--- config.mk ---
export PLATFORM = sky130hd
export DESIGN_NAME = rx_ring_dma
export DESIGN_NICKNAME = d
export VERILOG_FILES = /design/src/rtl/rx_ring_pkg.sv /design/src/rtl/rx_word_packer.sv /design/src/rtl/rx_frame_meter.sv /design/src/rtl/rx_ring_dma.sv
export SDC_FILE = /design/constraint.sdc
export NUM_CORES = 1
export LEC_CHECK = 0
export BUFFER_PORTS_ARGS = -buffer_cell sky130_fd_sc_hd__buf_2
export CAP_MARGIN = 30
export CORE_MARGIN = 2
export CORE_UTILIZATION = 40
export CTS_BUF_LIST = sky130_fd_sc_hd__clkbuf_16
export DETAILED_ROUTE_END_ITERATION = 12
export PLACE_DENSITY = 0.6
export RECOVER_POWER = 50
export SLEW_MARGIN = 20
export SYNTH_ARGS = -nofsm -noshare
export SYNTH_HDL_FRONTEND = slang
export SYNTH_SLANG_ARGS = --single-unit
export TNS_END_PERCENT = 50
--- constraint.sdc ---
create_clock -name clk -period 5.5 [get_ports clk]
set_input_delay 0.275 -clock clk [delete_from_list [all_inputs] [get_ports clk]]
set_output_delay 0.275 -clock clk [all_outputs]
set_load 0.005 [all_outputs]
--- src/rtl/rx_ring_pkg.sv ---
package rx_ring_pkg;

    typedef enum logic [2:0] {
        ST_FETCH,
        ST_CHECK,
        ST_ADDR,
        ST_FILL,
        ST_STORE,
        ST_RETIRE,
        ST_STARVE
    } rx_state_e;

    // status word field positions (software decodes these)
    localparam int LEN_LSB  = 16;
    localparam int LEN_W    = 12;
    localparam int OWN_BIT  = 15;
    localparam int EOP_BIT  = 14;
    localparam int SOP_BIT  = 13;
    localparam int WRAP_BIT = 12;
    localparam int OVSZ_BIT = 4;
    localparam int SYM_BIT  = 2;
    localparam int CRC_BIT  = 1;
    localparam int OVF_BIT  = 0;

    localparam int DESC_BYTES = 8;

endpackage

--- src/rtl/rx_word_packer.sv ---
module rx_word_packer #(
    parameter int WORD_W = 32
) (
    input  logic                clk,
    input  logic                rst_n,
    input  logic                flush,
    input  logic                take,
    input  logic [7:0]          byte_in,
    output logic [WORD_W-1:0]   word,
    output logic [$clog2(WORD_W/8):0] lanes
);
    localparam int LANES  = WORD_W / 8;
    localparam int LSEL_W = $clog2(LANES);

    logic [LSEL_W-1:0] sel;
    assign sel = lanes[LSEL_W-1:0];

    always_ff @(posedge clk) begin
        if (!rst_n) begin
            word  <= '0;
            lanes <= '0;
        end else if (flush) begin
            word  <= '0;
            lanes <= '0;
        end else if (take) begin
            word[{sel, 3'b000} +: 8] <= byte_in;
            lanes <= lanes + 1'b1;
        end
    end

    // a word never takes more bytes than it has lanes
    p_lane_limit_r3: assert property (@(posedge clk) disable iff (!rst_n)
        (lanes == ($clog2(WORD_W/8)+1)'(LANES)) |-> !take);

endmodule

--- src/rtl/rx_frame_meter.sv ---
module rx_frame_meter #(
    parameter int CNT_W     = 16,
    parameter int MAX_FRAME = 2046
) (
    input  logic             clk,
    input  logic             rst_n,
    input  logic             take,
    input  logic             last,
    input  logic             sym_err,
    input  logic             crc_bad,
    output logic [CNT_W-1:0] total,
    output logic             frame_open,
    output logic             sym_seen,
    output logic             crc_seen,
    output logic             oversize
);
    logic starting;
    assign starting = take && !frame_open;

    always_ff @(posedge clk) begin
        if (!rst_n) begin
            total      <= '0;
            frame_open <= 1'b0;
            sym_seen   <= 1'b0;
            crc_seen   <= 1'b0;
        end else if (take) begin
            frame_open <= !last;
            if (starting) begin
                total    <= CNT_W'(1);
                sym_seen <= sym_err;
                crc_seen <= last && crc_bad;
            end else begin
                if (total != '1) total <= total + 1'b1;
                sym_seen <= sym_seen | sym_err;
                crc_seen <= crc_seen | (last && crc_bad);
            end
        end
    end

    assign oversize = (total > CNT_W'(MAX_FRAME));

    // the count only ever restarts at one on a new frame
    p_count_restart_r6: assert property (@(posedge clk) disable iff (!rst_n)
        (take && !frame_open) |=> (total == CNT_W'(1)));

endmodule

--- src/rtl/rx_ring_dma.sv ---
module rx_ring_dma
    import rx_ring_pkg::*;
#(
    parameter int BUF_BYTES   = 2048,
    parameter int MAX_FRAME   = 2046,
    parameter int POLL_CYCLES = 64
) (
    input  logic        clk,
    input  logic        rst_n,
    input  logic [31:0] ring_base,
    input  logic        in_valid,
    input  logic [7:0]  in_data,
    input  logic        in_last,
    input  logic        in_err,
    input  logic        in_crc_bad,
    output logic        in_ready,
    output logic        mem_req,
    output logic        mem_we,
    output logic [31:0] mem_addr,
    output logic [31:0] mem_wdata,
    input  logic [31:0] mem_rdata,
    output logic        no_desc,
    output logic        irq
);
    localparam int BC_W    = $clog2(BUF_BYTES + 1);
    localparam int PW      = $clog2(POLL_CYCLES + 1);
    localparam int CNT_W   = 16;
    localparam int LANE_W  = 3;
    localparam int LEN_MAX = (1 << LEN_W) - 1;

    rx_state_e state, state_nx;

    logic [31:0]      desc_off;
    logic [31:0]      buf_addr;
    logic [BC_W-1:0]  buf_cnt;
    logic [BC_W-1:0]  wr_off;
    logic [PW-1:0]    poll_cnt;
    logic             wrap_q, first_q, ended_q, ovf_pend, irq_q;

    logic [31:0]      pk_word;
    logic [LANE_W-1:0] pk_lanes;
    logic [CNT_W-1:0] fr_total;
    logic             fr_open, fr_sym, fr_crc, fr_ovsz;

    logic             take;
    logic             fill_take;
    logic             close_word;
    logic             buf_full;
    logic             poll_done;
    logic [LEN_W-1:0] len_field;
    logic [31:0]      wb_word;

    assign take      = in_valid && in_ready;
    assign fill_take = take && (state == ST_FILL);
    assign buf_full  = (buf_cnt == BC_W'(BUF_BYTES));
    assign close_word = (pk_lanes == LANE_W'(3)) || in_last ||
                        (buf_cnt == BC_W'(BUF_BYTES - 1));
    assign poll_done = (poll_cnt == PW'(POLL_CYCLES - 1));

    rx_word_packer #(.WORD_W(32)) u_pack (
        .clk     (clk),
        .rst_n   (rst_n),
        .flush   (state == ST_STORE),
        .take    (fill_take),
        .byte_in (in_data),
        .word    (pk_word),
        .lanes   (pk_lanes)
    );

    rx_frame_meter #(.CNT_W(CNT_W), .MAX_FRAME(MAX_FRAME)) u_meter (
        .clk        (clk),
        .rst_n      (rst_n),
        .take       (take),
        .last       (in_last),
        .sym_err    (in_err),
        .crc_bad    (in_crc_bad),
        .total      (fr_total),
        .frame_open (fr_open),
        .sym_seen   (fr_sym),
        .crc_seen   (fr_crc),
        .oversize   (fr_ovsz)
    );

    always_comb begin
        if (!ended_q)
            len_field = LEN_W'(BUF_BYTES);
        else if (fr_total > CNT_W'(LEN_MAX))
            len_field = LEN_W'(LEN_MAX);
        else
            len_field = fr_total[LEN_W-1:0];
        wb_word = '0;
        wb_word[LEN_LSB +: LEN_W] = len_field;
        wb_word[EOP_BIT]  = ended_q;
        wb_word[SOP_BIT]  = first_q;
        wb_word[WRAP_BIT] = wrap_q;
        wb_word[OVSZ_BIT] = ended_q && fr_ovsz;
        wb_word[SYM_BIT]  = ended_q && fr_sym;
        wb_word[CRC_BIT]  = ended_q && fr_crc;
        wb_word[OVF_BIT]  = ovf_pend;
    end

    // state register
    always_ff @(posedge clk) begin
        if (!rst_n) state <= ST_FETCH;
        else        state <= state_nx;
    end

    // next state
    always_comb begin
        state_nx = state;
        unique case (state)
            ST_FETCH:  state_nx = ST_CHECK;
            ST_CHECK:  state_nx = mem_rdata[OWN_BIT] ? ST_ADDR : ST_STARVE;
            ST_ADDR:   state_nx = ST_FILL;
            ST_FILL:   if (fill_take && close_word) state_nx = ST_STORE;
            ST_STORE:  state_nx = (ended_q || buf_full) ? ST_RETIRE : ST_FILL;
            ST_RETIRE: state_nx = ST_FETCH;
            ST_STARVE: if (poll_done && !fr_open && !in_valid) state_nx = ST_FETCH;
            default:   state_nx = ST_FETCH;
        endcase
    end

    // outputs
    always_comb begin
        mem_req   = 1'b0;
        mem_we    = 1'b0;
        mem_addr  = ring_base + desc_off;
        mem_wdata = '0;
        in_ready  = 1'b0;
        no_desc   = 1'b0;
        unique case (state)
            ST_FETCH: mem_req = 1'b1;
            ST_CHECK: if (mem_rdata[OWN_BIT]) begin
                mem_req  = 1'b1;
                mem_addr = ring_base + desc_off + 32'd4;
            end
            ST_ADDR: ;
            ST_FILL: in_ready = 1'b1;
            ST_STORE: begin
                mem_req   = 1'b1;
                mem_we    = 1'b1;
                mem_addr  = buf_addr + 32'(wr_off);
                mem_wdata = pk_word;
            end
            ST_RETIRE: begin
                mem_req   = 1'b1;
                mem_we    = 1'b1;
                mem_wdata = wb_word;
            end
            ST_STARVE: begin
                in_ready = 1'b1;
                no_desc  = 1'b1;
            end
            default: ;
        endcase
    end

    assign irq = irq_q;

    // datapath registers
    always_ff @(posedge clk) begin
        if (!rst_n) begin
            desc_off <= '0;
            buf_addr <= '0;
            buf_cnt  <= '0;
            wr_off   <= '0;
            poll_cnt <= '0;
            wrap_q   <= 1'b0;
            first_q  <= 1'b1;
            ended_q  <= 1'b0;
            ovf_pend <= 1'b0;
            irq_q    <= 1'b0;
        end else begin
            irq_q <= 1'b0;
            unique case (state)
                ST_CHECK: begin
                    wrap_q   <= mem_rdata[WRAP_BIT];
                    poll_cnt <= '0;
                end
                ST_ADDR: buf_addr <= mem_rdata;
                ST_FILL: if (fill_take) begin
                    buf_cnt <= buf_cnt + 1'b1;
                    if (in_last) ended_q <= 1'b1;
                end
                ST_STORE: wr_off <= wr_off + BC_W'(4);
                ST_RETIRE: begin
                    irq_q    <= ended_q;
                    first_q  <= ended_q;
                    ended_q  <= 1'b0;
                    ovf_pend <= 1'b0;
                    buf_cnt  <= '0;
                    wr_off   <= '0;
                    desc_off <= wrap_q ? 32'd0 : desc_off + 32'(DESC_BYTES);
                end
                ST_STARVE: begin
                    if (!poll_done) poll_cnt <= poll_cnt + 1'b1;
                    if (take) begin
                        ovf_pend <= 1'b1;
                        first_q  <= 1'b1;
                    end
                end
                default: ;
            endcase
        end
    end

    // an unowned descriptor sends the engine straight to starvation
    p_starve_on_unowned_r8: assert property (@(posedge clk) disable iff (!rst_n)
        (state == ST_CHECK && !mem_rdata[OWN_BIT]) |=> no_desc);

    // a retired wrap descriptor is followed by a fetch at the ring base
    p_wrap_to_base_r5: assert property (@(posedge clk) disable iff (!rst_n)
        (state == ST_RETIRE && wrap_q) |=> (mem_req && !mem_we && mem_addr == ring_base));

    // data writes never leave the current buffer
    p_write_in_buffer_r3: assert property (@(posedge clk) disable iff (!rst_n)
        (mem_we && state == ST_STORE) |-> ((mem_addr - buf_addr) < 32'(BUF_BYTES)));

    // error flags appear only together with end of packet
    p_flags_on_eop_r7: assert property (@(posedge clk) disable iff (!rst_n)
        (state == ST_RETIRE && !mem_wdata[EOP_BIT]) |-> (mem_wdata[4:1] == 4'b0000));

    // interrupt follows an end-of-packet write-back and lasts one cycle
    p_irq_after_eop_r10: assert property (@(posedge clk) disable iff (!rst_n)
        irq |-> $past(state == ST_RETIRE && mem_wdata[EOP_BIT]));
    p_irq_single_r10: assert property (@(posedge clk) disable iff (!rst_n)
        irq |=> !irq);

    // no data written while starved
    p_no_write_starved_r8: assert property (@(posedge clk) disable iff (!rst_n)
        no_desc |-> !mem_we);

endmodule

## After elaboration in Yosys (flattened, before gate mapping)

Cells that the tools add are included.

- Equal/unequal tests: 17
- Bitwise logic cells: 3
- Mux-type cells: 32
- Add/subtract/negate cells: 10
- Shifts and indexed selects: 2
- Reductions and logical operators: 33
- Magnitude comparators: 2

Operator list:

| operator | count |
|---|---|
| $pmux W32 S2 | 2 |
| $mux W32 | 2 |
| $pmux W12 S2 | 2 |
| $mux W12 | 3 |
| $add A32 B12 Y32 | 1 |
| $add A32 B3 Y32 const B | 1 |
| $add A32 B32 Y32 | 1 |
| $add A32 B4 Y32 const B | 1 |
| $bwmux W32 | 1 |
| $mux W16 | 2 |
| $shift A8 B7 Y32 const A | 1 |
| $shiftx A8 B7 Y32 | 1 |
| $pmux W3 S6 | 1 |
| $add A16 B1 Y16 const B | 1 |
| $gt A16 B11 Y1 const B | 1 |
| $gt A16 B12 Y1 const B | 1 |
| $ne A16 B16 Y1 const B | 1 |
| $pmux W7 S2 | 1 |
| $add A12 B1 Y12 const B | 1 |
| $add A12 B3 Y12 const B | 1 |
| $eq A12 B11 Y1 const B | 1 |
| $eq A12 B12 Y1 const B | 1 |
| $mux W3 | 4 |
| $reduce_and A2 Y1 | 6 |
| other kinds (22) | 61 |

- Output and inout bits: 69
- Bits in registers: 157
- Input bits: 78

## Longest topological paths before layout

- Word-level depth: 8
- Depth in mapped cells: 13

## Cells and area by module

Synthesis repeated with hierarchy kept, for this count alone.

- Cells, all modules: 1,361
- Area, all modules: 10,466.3 sq um

By module, submodules not included:

| module | cells each | area an instance (sq um) | instances |
|---|---|---|---|
| rx_ring_dma | 1,058 | 7,795.0 | 1 |
| rx_word_packer | 155 | 1,420.1 | 1 |
| rx_frame_meter | 148 | 1,251.2 | 1 |

## Worst setup path before layout

No wires, ideal clock.

- Path type: flip-flop to output port
- Start: register desc_off[20]
- End: output mem_addr[31]
- Stages on the path, launching flop included: 13
- Arrival: 3,560 ps
- Slack: 1,665 ps
- Cell sequence: dfxtp_1 > ha_1 > buf_2 > nand2_1 > or4_4 > a2bb2oi_1 > o311ai_4 > xor2_2 > nand3_2 > or4_4 > or4_4 > a22o_1 > a211o_1

- Cells in the longest elaborated chain, start to end: 4

Ends and longest elaborated chain:

| item | RTL line | source |
|---|---|---|
| start, declared | rx_ring_dma.sv:33 | `logic [31:0] desc_off;` |
| start signal, assigned | rx_ring_dma.sv:193 | `desc_off <= wrap_q ? 32'd0 : desc_off + 32'(DESC_BYTES);` |
| $add A32 B32 Y32 (*) | rx_ring_dma.sv:127, rx_ring_dma.sv:135 |  |
| $add A32 B3 Y32 | rx_ring_dma.sv:135 | `mem_addr = ring_base + desc_off + 32'd4;` |
| $mux W32 | rx_ring_dma.sv:133 | `ST_CHECK: if (mem_rdata[OWN_BIT]) begin` |
| $pmux W32 S2 (*) | rx_ring_dma.sv:131 | `unique case (state)` |
| end, declared | rx_ring_dma.sv:19 | `output logic [31:0] mem_addr,` |

Mark *: on every way between the ends. The rest lies on a longest branch, timed or not.

## Worst setup path after layout

- Start: register desc_off[6]
- End: output mem_addr[31]

The elaborated chain is that of the path after synthesis.

==> key figures <==
Yosys
  – Proportion of synthesized flip-flops having asynchronous set or reset: 0
  – Leading post-synthesis cells by cell area: dfxtp_1, nand2_1, ha_1, xor2_1, nor2_1
  – Share of the synthesized netlist area taken by xor and xnor gates: 0.1098
  – Number of warning messages in the yosys log: 0
  – Leading register cell type out of synthesis: dfxtp_1
  – Count leader, synth: nand2_1
  – Post-synthesis instance area: slightly above 10000 sq um
  – Yosys cell types: 85
  – Synth Area in Compound Gates: 0.1970
  – Cell accounting for the most synthesized area: dfxtp_1
  – Synth Instances: 1352
  – Synthesis-stage register bit count: between 150 and 200
  – Leading cell types by count after synthesis: nand2_1, dfxtp_1, nor2_1, nand3_1, a21oi_1
  – Sequential area share after synthesis: 0.2987
  – Number of enable flip-flop cells after synthesis: 0
  – Fraction of the mapped netlist area in simple logic gates: 0.2869
  – Multiplexer area fraction after synthesis: 0.009090
  – Top cell type's share of synthesized area: 0.2987
  – Adder and majority gate portion of the synthesized area: 0.06633
  – Synthesized net count: 1484
  – Synthesized area per cell: 7.534 sq um
  – Largest family of logic cells by synthesized area: simple AND/OR/NAND/NOR gates

Drt
  – Iteration-0 DRC Markers: 480
  – Detailed Route WL: 28810 um
  – Drt drc: 0
  – Drt via density: 5.428
  – 1st-pass router iterations: 5
  – Number of routed nets with antenna violations: 0
  – Via count of the routed design: 9846
  – Routed length per placed instance: about 16 um

Place
  – Port buffer count: roughly 150
  – Placed wire-length estimate after detailed placement: 21670 um
  – Pre-CTS worst setup slack: 1204 ps
  – Placed standard-cell area: 11170 sq um
  – Final weighted congestion in routability-driven placement: 0.9062
  – Cell count after placement: 1775

Power
  – Power density cells: around 240 nW/um^2
  – PnR Total Power: 0.002824 W
  – Internal power: 0.001909 W
  – Net switching share of the total power: 0.3239
  – Static power due to leakage: ~4.6 nW
  – Seq pwr share: 0.414
  – Net switching power: 0.0009149 W
  – Combinational group share of total power: 0.161
  – Highest ir drop seen on vdd: approximately 0.19 mV
  – Clock share of power: 0.425

STA
  – Worst-case setup margin in the final layout: 703.9 ps
  – Endpoints failing setup: 0
  – Highest clock frequency the design can meet: 208.5 MHz
  – Post-route clock skew: 15.28 ps
  – Count of pins over their slew limit: 0
  – Setup total negative slack: 0 ps
  – Slew at the pin with the worst max-slew slack: 1370 ps
  – Headroom to the max-slew limit: 0.08654
  – Post-route minimum period: 4796 ps
  – Portion of the clock cycle consumed by the worst path in the final layout: 0.8720
  – Number of hold-slack violations in the final timing report: 0
  – Unrepaired setup endpoints after global routing: false

Worst setup path
  – Cell type group with the largest total delay on the critical path: simple AND/OR/NAND/NOR gates
  – Buffers plus inverters on the worst setup path: 1
  – Critical path depth: 12
  – Largest fanout on the critical path: 9
  – Critical Path Max Stage Delay: between 500 and 600 ps
  – List of cells traversed by the critical path: ha_1, nand2_1, o31a_1, a21o_1, a21oi_2, xor2_1, nand4_1, or4_4, or4_4, a22o_1, a211o_1, buf_2
  – Most common cell on crit path: or4_4
  – Cells on worst reg2reg path: 11
  – Endpoint type of the worst setup path: output pin
  – Critical-path cell with the highest stage delay: or4_4
  – CP arrival: ~4500 ps
  – Startpoint Class: flip-flop
  – Required arrival time at the worst endpoint: 5220 ps
  – Classification of the worst setup path: flip-flop to output pin
  – Worst flop-to-flop path startpoint: state[1]
  – Reg-to-reg setup timing slack: 1800 ps
  – Worst r2r dst: desc_off[29]

Floorplanning
  – Core region area: 25110 sq um
  – FP Rows: 58
  – Area enclosed by the die boundary: ~27000 sq um
  – Starting density of the core: 0.4057
  – Die Ht: approximately 160 um
  – Width of the chip: around 160 um
  – Number of primary I/O pins: 147

Clock network
  – Number of buffers created by CTS: 17
  – Maximum level of the CTS H-tree: 4
  – Clock tree from TritonCTS: done
  – Post-CTS resize count: 0
  – Clock-pin slew on the worst setup and hold paths: 70 ps
  – Clock Path Buffers: 2
  – Clock root buffer: clkbuf_16
  – Later-pin clock latency in the skew report: ~440 ps
  – Total setup buffers inserted after CTS: 0
  – Clock tree sinks: 152
  – Post-CTS Hold Fix Bufs: 0

Finish
  – Fillcell total: 2621
  – Area growth from synthesis to final layout: 15.50%
  – Design Area, Final: 11770 sq um
  – Fraction of layout cells with a size suffix above 1: 0.1447
  – Number of non-filler instances in the completed layout: 1814
  – Nets: 1598
  – Area of all sequential standard cells: slightly above 3000 sq um
  – Multi-input logic area: 6833 sq um

GRT
  – Wire length of the first global-routing pass: roughly 46000 um
  – Number of antenna violations at the first check in global routing: 7
  – GRT Total Usage: 0.2135
  – Total grt overflow: 0
  – Vias in the first global route: 9188
  – Maximum number of pins on one net before global-route repair: 62

Hold path
  – Endpoint of the worst hold path: buf_addr[0]
  – Hold Path Origin: mem_rdata[0]
  – Depth of the worst hold-timing path: 3
  – Min-delay worst type: primary input to flip-flop

Job
  – Number of max-cap violations: 0

Run status
  – Outcome: complete, no violations
logic make-up after synthesis:
family                   count (synthesis)
XOR/XNOR                               126
flip-flops                             152
multiplexers                             9
AO/OA/AOI/OAI                          307
buffers and inverters                   83
adder cells (fa/ha/maj)                 54
AND/OR/NAND/NOR                        620
other                                    1
worst max path at each step:
stage,start,to,slack [ps]
finish,desc_off[6],mem_addr[31],700
global route,desc_off[6],mem_addr[31],410
global placement,ring_base[5],mem_addr[31],1260
floorplan,desc_off[20],mem_addr[31],1660
CTS,desc_off[6],mem_addr[31],740
detailed placement,ring_base[6],mem_addr[31],1200
per-layer routing:
metal,vias up,track usage,wire [um]
met3,37,0.05917,1653
li1,5008,-,-
met4,4,0.05502,463
met1,4585,0.2681,13320
met2,212,0.3606,13340
met5,-,0,29
power by group through the flow:
stage | Clock, W | Combinational (W) | Sequential, W
floorplan | 0 | 0.000287 | 0.00118
global route | 0.00127 | 0.000500 | 0.00117
global placement | 0 | 0.000447 | 0.00119
finish | 0.00120 | 0.000454 | 0.00117
detailed placement | 0 | 0.000453 | 0.00120
CTS | 0.00122 | 0.000455 | 0.00117
metrics by stage:
stage                     hold WS, ps    util
final                           86.71  0.4686
after global routing            75.61  0.4682
after CTS                       72.49  0.4684
after detailed placement        442.0  0.4447
after global placement          434.7  0.4439
after floorplan                 415.7       -
flip-flops by register name, summed over array words and instances (netlist names), 3 cells and up:
signal	flops
wr_off	10
buf_cnt	12
u_pack.word	32
u_pack.lanes	3
state	3
desc_off	29
buf_addr	32
poll_cnt	7
u_meter.total	16
layout by cell type (no fill, tap or decap), types with 5 or more instances in the layout:
cell type  instances
nand3_1           94
nand4_1           30
nand3b_1           7
mux2i_1            7
a21o_1            11
nand2_1          218
nand2b_1           7
clkbuf_16         17
buf_4              6
a21boi_0          37
nor3b_1            6
clkbuf_1           7
xor2_1            76
and2_1            19
a31oi_1            5
nor2_1           137
inv_6              5
a21oi_1           86
inv_1             22
a211oi_1           6
o21ai_0           76
nor3_1            25
diode_2            5
dfxtp_1          152
clkbuf_2           5
o31a_1             6
xnor2_1           48
or3_1             12
nor4_1             9
and3_1            10
o211ai_1          10
and2_0            14
ha_1              54
buf_2            138
a22oi_1           15
worst reg2reg max path, stage by stage, from the launching register on:
cell,delay [ps]
dfxtp_1,370
inv_1,180
nand2_1,340
inv_1,350
and2_0,680
nand3_1,170
nor2_1,500
nand3_1,320
nor2_1,310
nand3_1,130
xor2_1,150
nor2_1,50
area by class of cell:
type	count	area share
well taps	330	0.03510
clock inverters	15	0.01436
inverters	22	0.007019
flip-flops and latches	152	0.2586
clock buffers	17	0.03616
multi-input cells	1117	0.5808
diodes	5	0.001063
repair buffers	156	0.06689
Power figures use the tool's default switching activity.
